### src/rtl/osc_seq_pkg.sv
package osc_seq_pkg;

    typedef enum logic [2:0] {
        ST_START  = 3'd0,
        ST_SETTLE = 3'd1,
        ST_PLL_ON = 3'd2,
        ST_LOCK   = 3'd3,
        ST_FINAL  = 3'd4,
        ST_READY  = 3'd5,
        ST_FAULT  = 3'd6
    } seq_state_e;

    typedef enum logic [1:0] {
        CPU_SLOW  = 2'b00,
        CPU_MID   = 2'b01,
        CPU_FINAL = 2'b10
    } cpu_code_e;

    typedef struct packed {
        seq_state_e state;
        logic       xtal_en;
        logic       tree_xtal;
        logic       pll_en;
        cpu_code_e  cpu_div;
        logic       ready;
        logic       cfg_err;
        logic       use_pll;
    } seq_regs_t;

endpackage

### src/rtl/seq_tick_timer.sv
module seq_tick_timer #(
    parameter int unsigned LIMIT = 32768
) (
    input  logic clk,
    input  logic rst_n,
    input  logic run,
    output logic expire
);
    localparam int unsigned CW   = $clog2(LIMIT + 1);
    localparam logic [CW-1:0] LAST = CW'(LIMIT - 1);

    logic [CW-1:0] cnt_d, cnt_q;

    always_comb begin
        expire = run && (cnt_q == LAST);
        if (!run)
            cnt_d = '0;
        else if (expire)
            cnt_d = cnt_q;
        else
            cnt_d = cnt_q + 1'b1;
    end

    always_ff @(posedge clk or negedge rst_n) begin
        if (!rst_n)
            cnt_q <= '0;
        else
            cnt_q <= cnt_d;
    end

    // the window counter never passes its terminal value
    assert_count_bound_R3: assert property (@(posedge clk) disable iff (!rst_n)
        cnt_q <= LAST);

    // an idle counter restarts from zero
    assert_idle_clear_R5: assert property (@(posedge clk) disable iff (!rst_n)
        !run |=> cnt_q == '0);

endmodule

### src/rtl/seq_cfg_decode.sv
module seq_cfg_decode (
    input  logic ext_src,
    input  logic pll_req,
    input  logic wait_stable,
    output logic bad_combo,
    output logic quick_release,
    output logic staged
);
    always_comb begin
        bad_combo     = !ext_src && pll_req;
        quick_release = !bad_combo && (!ext_src || !wait_stable);
        staged        = ext_src && wait_stable;
    end
endmodule

### src/rtl/osc_bringup_seq.sv
module osc_bringup_seq
    import osc_seq_pkg::*;
#(
    parameter int unsigned SETTLE_TICKS = 32768,
    parameter int unsigned LOCK_TICKS   = 524
) (
    input  logic       clk,
    input  logic       rst_n,
    input  logic       cfg_ext_src,
    input  logic       cfg_pll_req,
    input  logic       cfg_wait_stable,
    output logic       xtal_en,
    output logic       tree_sel_xtal,
    output logic       pll_en,
    output logic [1:0] cpu_div,
    output logic       app_ready,
    output logic       cfg_err
);

    localparam seq_regs_t RESET_VAL = '{
        state:     ST_START,
        xtal_en:   1'b0,
        tree_xtal: 1'b0,
        pll_en:    1'b0,
        cpu_div:   CPU_SLOW,
        ready:     1'b0,
        cfg_err:   1'b0,
        use_pll:   1'b0
    };

    seq_regs_t r_d, r_q;
    logic      bad_combo, quick_release, staged;
    logic      settle_run, settle_done, lock_run, lock_done;

    seq_cfg_decode u_cfg (
        .ext_src       (cfg_ext_src),
        .pll_req       (cfg_pll_req),
        .wait_stable   (cfg_wait_stable),
        .bad_combo     (bad_combo),
        .quick_release (quick_release),
        .staged        (staged)
    );

    assign settle_run = (r_q.state == ST_SETTLE);
    assign lock_run   = (r_q.state == ST_LOCK);

    seq_tick_timer #(.LIMIT(SETTLE_TICKS)) u_settle (
        .clk    (clk),
        .rst_n  (rst_n),
        .run    (settle_run),
        .expire (settle_done)
    );

    seq_tick_timer #(.LIMIT(LOCK_TICKS)) u_lock (
        .clk    (clk),
        .rst_n  (rst_n),
        .run    (lock_run),
        .expire (lock_done)
    );

    always_comb begin
        r_d = r_q;
        case (r_q.state)
            ST_START: begin
                r_d.use_pll = cfg_pll_req;
                r_d.xtal_en = cfg_ext_src && !bad_combo;
                if (bad_combo) begin
                    r_d.cfg_err = 1'b1;
                    r_d.state   = ST_FAULT;
                end else if (quick_release) begin
                    r_d.ready   = 1'b1;
                    r_d.cpu_div = CPU_FINAL;
                    r_d.state   = ST_READY;
                end else if (staged) begin
                    r_d.state   = ST_SETTLE;
                end
            end
            ST_SETTLE: begin
                if (settle_done) begin
                    r_d.tree_xtal = 1'b1;
                    r_d.state     = r_q.use_pll ? ST_PLL_ON : ST_FINAL;
                end
            end
            ST_PLL_ON: begin
                r_d.cpu_div = CPU_SLOW;
                r_d.pll_en  = 1'b1;
                r_d.state   = ST_LOCK;
            end
            ST_LOCK: begin
                if (lock_done) begin
                    r_d.cpu_div = CPU_MID;
                    r_d.state   = ST_FINAL;
                end
            end
            ST_FINAL: begin
                r_d.cpu_div = CPU_FINAL;
                r_d.ready   = 1'b1;
                r_d.state   = ST_READY;
            end
            default: r_d = r_q;
        endcase
    end

    always_ff @(posedge clk or negedge rst_n) begin
        if (!rst_n)
            r_q <= RESET_VAL;
        else
            r_q <= r_d;
    end

    assign xtal_en       = r_q.xtal_en;
    assign tree_sel_xtal = r_q.tree_xtal;
    assign pll_en        = r_q.pll_en;
    assign cpu_div       = r_q.cpu_div;
    assign app_ready     = r_q.ready;
    assign cfg_err       = r_q.cfg_err;

    // PLL only runs on a crystal-fed tree
    assert_pll_needs_tree_R4: assert property (@(posedge clk) disable iff (!rst_n)
        pll_en |-> tree_sel_xtal);

    // PLL turn-on happens with the CPU at the slow code, after the switch
    assert_pll_rise_slow_R4: assert property (@(posedge clk) disable iff (!rst_n)
        $rose(pll_en) |-> (cpu_div == 2'b00) && $past(tree_sel_xtal));

    // tree never points at a crystal that is switched off
    assert_tree_needs_xtal_R3: assert property (@(posedge clk) disable iff (!rst_n)
        tree_sel_xtal |-> xtal_en);

    // fault excludes PLL and release
    assert_fault_blocks_R7: assert property (@(posedge clk) disable iff (!rst_n)
        cfg_err |-> !pll_en && !app_ready && !xtal_en);

    // released outputs are frozen
    assert_ready_hold_R9: assert property (@(posedge clk) disable iff (!rst_n)
        app_ready |=> app_ready && $stable({xtal_en, tree_sel_xtal, pll_en, cpu_div, cfg_err}));

    // release always comes with the final speed code
    assert_ready_speed_R5: assert property (@(posedge clk) disable iff (!rst_n)
        $rose(app_ready) |-> cpu_div == 2'b10);

endmodule

### config.mk
export PLATFORM = sky130hd
export DESIGN_NAME = osc_bringup_seq
export DESIGN_NICKNAME = d
export VERILOG_FILES = /design/src/rtl/osc_seq_pkg.sv /design/src/rtl/seq_tick_timer.sv /design/src/rtl/seq_cfg_decode.sv /design/src/rtl/osc_bringup_seq.sv
export SDC_FILE = /design/constraint.sdc
export NUM_CORES = 1
export LEC_CHECK = 0
export BUFFER_PORTS_ARGS = -buffer_cell sky130_fd_sc_hd__buf_2
export CAP_MARGIN = 25
export CORE_UTILIZATION = 55
export DETAILED_ROUTE_END_ITERATION = 16
export GPL_TIMING_DRIVEN = 0
export PLACE_DENSITY = 0.73
export SLEW_MARGIN = 30
export SYNTH_ARGS = -nofsm -noshare
export SYNTH_HDL_FRONTEND = slang
export SYNTH_SLANG_ARGS = --single-unit
### constraint.sdc
create_clock -name clk -period 1.8 [get_ports clk]
set_input_delay 0.09 -clock clk [delete_from_list [all_inputs] [get_ports clk]]
set_output_delay 0.09 -clock clk [all_outputs]
set_load 0.01 [all_outputs]
==> results of run 1 <==
[timing repair]
item	4_1_cts	5_1_grt
hold endpoints to repair	38	0
hold buffers	2	0
endpoints found under the setup margin	6	9
buffers inserted	1	1
pin swaps	1	1
resized for setup	2	7
[worst max-delay path, cell delays in order, from the launching register on]
cell and delay, ps:
dfrtp_2 440, nand4_4 150, or3_1 420, or4_1 480, a21oi_1 160
[state kept, by name, summed over array words and instances (netlist names)]
| signal | flops |
|---|---|
| u_settle.cnt_q | 16 |
| cpu_div | 2 |
| r_q | 4 |
| pll_en | 1 |
| cfg_err | 1 |
| xtal_en | 1 |
| u_lock.cnt_q | 10 |
| tree_sel_xtal | 1 |
| app_ready | 1 |
[routing by layer]
layer  vias up  wire length (um)  part of all wire, %
met4         0                63                  1.8
li1        731                 -                    -
met2        28              1480                   43
met5         -                 0                    0
met3         7               151                  4.4
met1       721              1730                   50
[metrics by stage]
step                      total power (uW)  instance area [um^2]  setup WS [ps]
final                                 1710                  2120           84.6
after global placement                1110                  1960           -120
after CTS                             1720                  2080          -8.83
after floorplan                       1050                  1850            179
after detailed placement              1120                  1960           -170
after global routing                  1780                  2120          -14.0
[synth_stat cells, types with 3 or more instances]
cell       n
nand2b_1   3
dfrtp_1   37
nand4_1    6
a21oi_1   11
or3_1      3
and4_1     3
xnor2_1    7
o21ai_0   10
and3_1     5
a31oi_1    5
mux2i_1    4
nor2_1    21
nand2_1   10
clkbuf_1   5
xor2_1     3
nor3_1     7
nand3_1    9
[final cells by class]
type,count,area (um^2)
plain buffers,8,38.8
clock buffers,7,55.1
clock inverters,1,30.0
fillers,260,1010
inverters,2,7.51
multi-input cells,140,912
flip-flops and latches,37,930
well taps,44,55.1
repair buffers,15,90.1
[path summary, 6_finish.rpt]
kind / start / endpoint / slack, ps / cells past startpoint
min in group asynchronous: rst_n / u_settle.cnt_q[12] / 350 / 2
setup reg to reg: u_settle.cnt_q[5] / u_settle.cnt_q[15] / 80 / 4
max in group asynchronous: rst_n / u_settle.cnt_q[5] / 910 / 2
hold / removal: cfg_ext_src / xtal_en / 30 / 2
setup / recovery: u_settle.cnt_q[5] / u_settle.cnt_q[15] / 80 / 4
hold reg to reg: pll_en / pll_en / 470 / 1
[report_power, final]
part	leakage, uW	internal (uW)	switching [uW]
sequential	0.000492	871	38.1
combinational	0.000429	72.5	124
clock	0.0000455	332	269
total	0.000966	1280	432
[kinds of logic after synthesis]
| logic type | after synthesis | synth area share (%) |
|---|---|---|
| AO/OA/AOI/OAI | 42 | 14.6 |
| XOR/XNOR | 10 | 4.72 |
| adder cells (fa/ha/maj) | 2 | 1.35 |
| buffers and inverters | 10 | 2.50 |
| flip-flops | 37 | 49.9 |
| multiplexers | 6 | 3.37 |
| AND/OR/NAND/NOR | 80 | 23.6 |
==> impl_metrics.py, run 1 <==
metrics = {
    "status": {
        "outcome": "finished clean",
    },
    "pwr": {
        "powerDensity_mw_per_mm2": 806,
        "power.leakage_uw": 0.000966,
        "vdd_drop_max_mv": 0.532,
    },
    "synth": {
        "synth_top_area_share_pct": 49.9,
        "synth_area_mm2": 0.00185,
        "ys_ff_latch": 37,
        "synth.largest_area_cell": "dfrtp_1",
        "synth_flop_cell": "dfrtp_1",
        "netlist_top_cells_area": "dfrtp_1 (50%), nor2_1 (4.3%), xnor2_1 (3.3%)",
        "async_flop_share_pct": 100,
        "yosys_warnings": 0,
        "synth.distinct_cells": 46,
        "seq_area_frac_synth_pct": 49.9,
        "avgSynthCellArea_um2": 9.92,
        "synth_cells": 187,
        "syn_nets": 194,
        "synth_edf_count": 0,
    },
    "finish": {
        "final_cells": 254,
        "drive_above_1_share_pct": 17.6,
        "nNetsFinal": 216,
        "diodes": 0,
        "final_util_pct": 67.7,
        "area_growth_pct": 14.2,
        "final_cell_mix": "dfrtp_1 (34), nor2_1 (21), buf_2 (12), a21oi_1 (11)",
        "mostFrequentLayoutCell": "dfrtp_1",
    },
    "timing": {
        "slew_violations": 0,
        "finalCriticalPeriod_ps": 1720,
        "fin_tns_setup_ps": 0,
        "worst_pin_slew_ps": 791,
        "finalHoldViolCount": 0,
        "rsz0062_at_grt": "yes",
        "fin_crit_sh_pct": 95.3,
        "skew_ps": 8.12,
        "finalSetupViolCount": 0,
        "holdWs_ps": 33.3,
        "relSlewSlack_pct": 47.2,
        "max_freq_mhz": 583,
    },
    "global_route": {
        "grt_max_degree": 38,
        "grt_use_met1_pct": 30.8,
        "first_global_vias": 1281,
        "grt_usage_pct": 21.9,
        "grt_pass1_wl_mm": 5.66,
        "grt_busiest_layer": "met2",
        "use_met3_pct": 5.19,
        "antenna_found_initial": 0,
        "use_met2_pct": 31.4,
        "gr-total-overflow": 0,
    },
    "die": {
        "num_rows": 20,
        "fp.dieH_um": 60.1,
        "coreArea_mm2": 0.00313,
        "die_width_um": 60.1,
        "ios": 12,
        "initial_core_util_pct": 59.3,
        "die_area_mm2": 0.00361,
    },
    "cts": {
        "cts_root_buf": "clkbuf_4",
        "cts_tree": "built",
        "clk_pin_slew_ps": 100,
        "clockBufferDepth": 2,
        "clock_latency_ps": 350,
        "cts_buffers": 5,
        "cts.sinks": 37,
        "htreeDepth": 2,
    },
    "place": {
        "placement.io_buffers": 11,
        "gp_congestion": 0.818,
        "dp_hpwl_mm": 2.36,
        "placed_cells": 242,
    },
    "routing": {
        "finalWirelength_mm": 3.43,
        "vias": 1487,
        "viasPerCell": 5.85,
        "wl_per_cell_um": 13.5,
        "dr.pass1.iters": 4,
        "drtIter0Drc": 66,
        "route.detailed.drc": 0,
        "antenna_left": 0,
    },
    "min_path": {
        "holdCritPathClass": "input port to register",
    },
    "critical_path": {
        "cp-end-kind": "register",
        "worst_ep_required_time_ps": 2070,
        "critPathArrivalTime_ps": 1990,
        "critPathKind": "register to register",
        "cp_max_fo": 6,
        "setup.worst_path.start_class": "register",
    },
    "flow_run": {
        "maxCapViolations": 0,
    },
}
No activity file was read; power rests on OpenSTA's default activity.
==> inputs of run 2 (changes only) <==
==> constraint.sdc (replaced) <==
create_clock -name clk -period 1.7 [get_ports clk]
set_input_delay 0.085 -clock clk [delete_from_list [all_inputs] [get_ports clk]]
set_output_delay 0.085 -clock clk [all_outputs]
set_load 0.01 [all_outputs]
==> run 2 against run 1 <==
Critical path depth unchanged. Combinational power increased by 11%. Count of clock-buffer cells in the layout did not move. Final cell count grew 1.6%. Clock skew is 0.66 ps lower. Flip-flop and latch count unchanged. Routed wire length up 2.8%. Global-route usage increased by 0.34 points. Critical endpoint unchanged. Largest cell class is now multi-input combinational cells. Largest power group unchanged.
==> impl_metrics.py, run 2 (synthesis results as in run 1) <==
metrics = {
    "global_route": {
        "gr-total-overflow": 0,
        "grt_usage_pct": 22.2,
        "grt_pass1_wl_mm": 5.74,
        "antenna_found_initial": 0,
        "grt_max_degree": 38,
        "first_global_vias": 1300,
    },
    "critical_path": {
        "crit_chain": "nand4_4, or3_4, or4_1, a21oi_1",
        "setup.worst_path.start_class": "register",
        "startpoint": "u_settle.cnt_q[8]",
        "critPathArrivalTime_ps": 1920,
        "cp-end-kind": "register",
        "cp_max_fo": 4,
        "slowest_delay_ps": 470,
        "r2r_start": "u_settle.cnt_q[8]",
        "slowest_stage": "or4_1",
        "critPathKind": "register to register",
        "reg2regPathDepth": 4,
        "timing.rr.end": "u_settle.cnt_q[15]",
        "worst_ep_required_time_ps": 1970,
        "rrSetupSlack_ps": 50,
        "cp-endpoint": "u_settle.cnt_q[15]",
    },
    "min_path": {
        "holdCritPathClass": "input port to register",
        "holdPathStages": 2,
    },
    "die": {
        "die_area_mm2": 0.00361,
        "fp.dieH_um": 60.1,
        "initial_core_util_pct": 59.3,
        "coreArea_mm2": 0.00313,
        "num_rows": 20,
        "ios": 12,
        "die_width_um": 60.1,
    },
    "flow_run": {
        "maxCapViolations": 0,
    },
    "finish": {
        "diodes": 0,
        "top_regs": "u_settle.cnt_q x16, u_lock.cnt_q x10, r_q x4",
        "drive_above_1_share_pct": 22.9,
        "mostFrequentLayoutCell": "dfrtp_1",
        "largest_reg_flops": 16,
        "final_cell_mix": "dfrtp_1 (32), nor2_1 (21), buf_2 (12), a21oi_1 (11), buf_4 (11)",
        "final_util_pct": 70.0,
        "area_growth_pct": 18.2,
        "nNetsFinal": 220,
        "final_cells": 258,
        "regMostFlops": "u_settle.cnt_q",
    },
    "routing": {
        "drtIter0Drc": 68,
        "viasPerCell": 5.86,
        "antenna_left": 0,
        "finalWirelength_mm": 3.52,
        "vias": 1511,
        "dr.pass1.iters": 4,
        "wl_per_cell_um": 13.7,
        "route.detailed.drc": 0,
    },
    "pwr": {
        "vdd_drop_max_mv": 0.585,
        "powerDensity_mw_per_mm2": 843,
        "power.leakage_uw": 0.00100,
    },
    "timing": {
        "slew_violations": 0,
        "worst_pin_slew_ps": 793,
        "max_freq_mhz": 605,
        "finalHoldViolCount": 0,
        "relSlewSlack_pct": 47.1,
        "skew_ps": 7.46,
        "fin_ws_ps": 47.8,
        "fin_crit_sh_pct": 97.2,
        "finalCriticalPeriod_ps": 1650,
        "holdWs_ps": 31.2,
        "finalSetupViolCount": 0,
    },
    "cts": {
        "htreeDepth": 2,
        "cts_tree": "built",
        "clock_latency_ps": 340,
        "cts.sinks": 37,
        "clk_pin_slew_ps": 100,
        "cts_root_buf": "clkbuf_4",
        "cts_buffers": 5,
        "clockBufferDepth": 2,
    },
    "place": {
        "post-place-ws_ps": -270,
        "dp_hpwl_mm": 2.36,
        "placed_cells": 242,
        "gp_congestion": 0.818,
        "placement.io_buffers": 11,
    },
    "status": {
        "outcome": "finished clean",
    },
}
## run 2: changes by cell type in the layout (fill, tap and decap cells not counted), moves of 2 or more
cell / before / now
dfrtp_1: 34 / 32
clkbuf_1: 6 / 3
buf_4: 4 / 11
dfrtp_2: 3 / 5
## run 2: metrics by stage
step,total power [uW],instance area [um^2],setup TNS (ps)
2_1_floorplan,1110,1850,0
3_3_place_gp,1180,1960,-966
6_report,1850,2190,0
5_1_grt,1930,2190,-9.45
3_5_place_dp,1190,1960,-1360
4_1_cts,1820,2130,0
## run 2: worst min-delay path by stage
stage	startpoint	end	slack (ps)
floorplan	rst_n	app_ready	-210
global placement	rst_n	u_settle.cnt_q[15]	210
detailed placement	rst_n	u_settle.cnt_q[15]	220
CTS	cfg_ext_src	xtal_en	20
global route	cfg_ext_src	xtal_en	30
finish	cfg_ext_src	xtal_en	30
## run 2: worst max-delay path, delay by kind of cell, from the launching register on
family             cells  cell delay (ps)
and+or+nand+nor        3              980
AOI/OAI and AO/OA      1              160
DFF                    1              440
## run 2: what timing repair did
action,CTS,global route
gates resized for setup,7,9
pin swaps,3,4
setup endpoints to repair,15,16
buffers inserted,4,5
hold buffers,2,0
hold endpoints to repair,38,0
## run 2: metal layers
layer / routed length (um) / global-route usage (%) / share of wire [%]
met4: 61 / 11.0 / 1.7
met2: 1540 / 32.4 / 44
met1: 1760 / 31.1 / 50
met5: 0 / 0 / 0
met3: 159 / 5.19 / 4.5
## run 2: area by class of cell
| type | instances | area [um^2] |
|---|---|---|
| Clock inverter | 1 | 30.0 |
| Tap cell | 44 | 55.1 |
| Sequential cell | 37 | 932 |
| Buffer | 5 | 27.5 |
| Inverter | 2 | 7.51 |
| Fill cell | 256 | 937 |
| Clock buffer | 7 | 55.1 |
| Multi-Input combinational cell | 140 | 941 |
| Timing Repair Buffer | 22 | 143 |
## run 2: power by group
part | leakage (uW) | switching [uW] | internal (uW)
logic | 0.000465 | 123 | 95.0
registers | 0.000490 | 66.8 | 927
clock network | 0.0000455 | 284 | 351
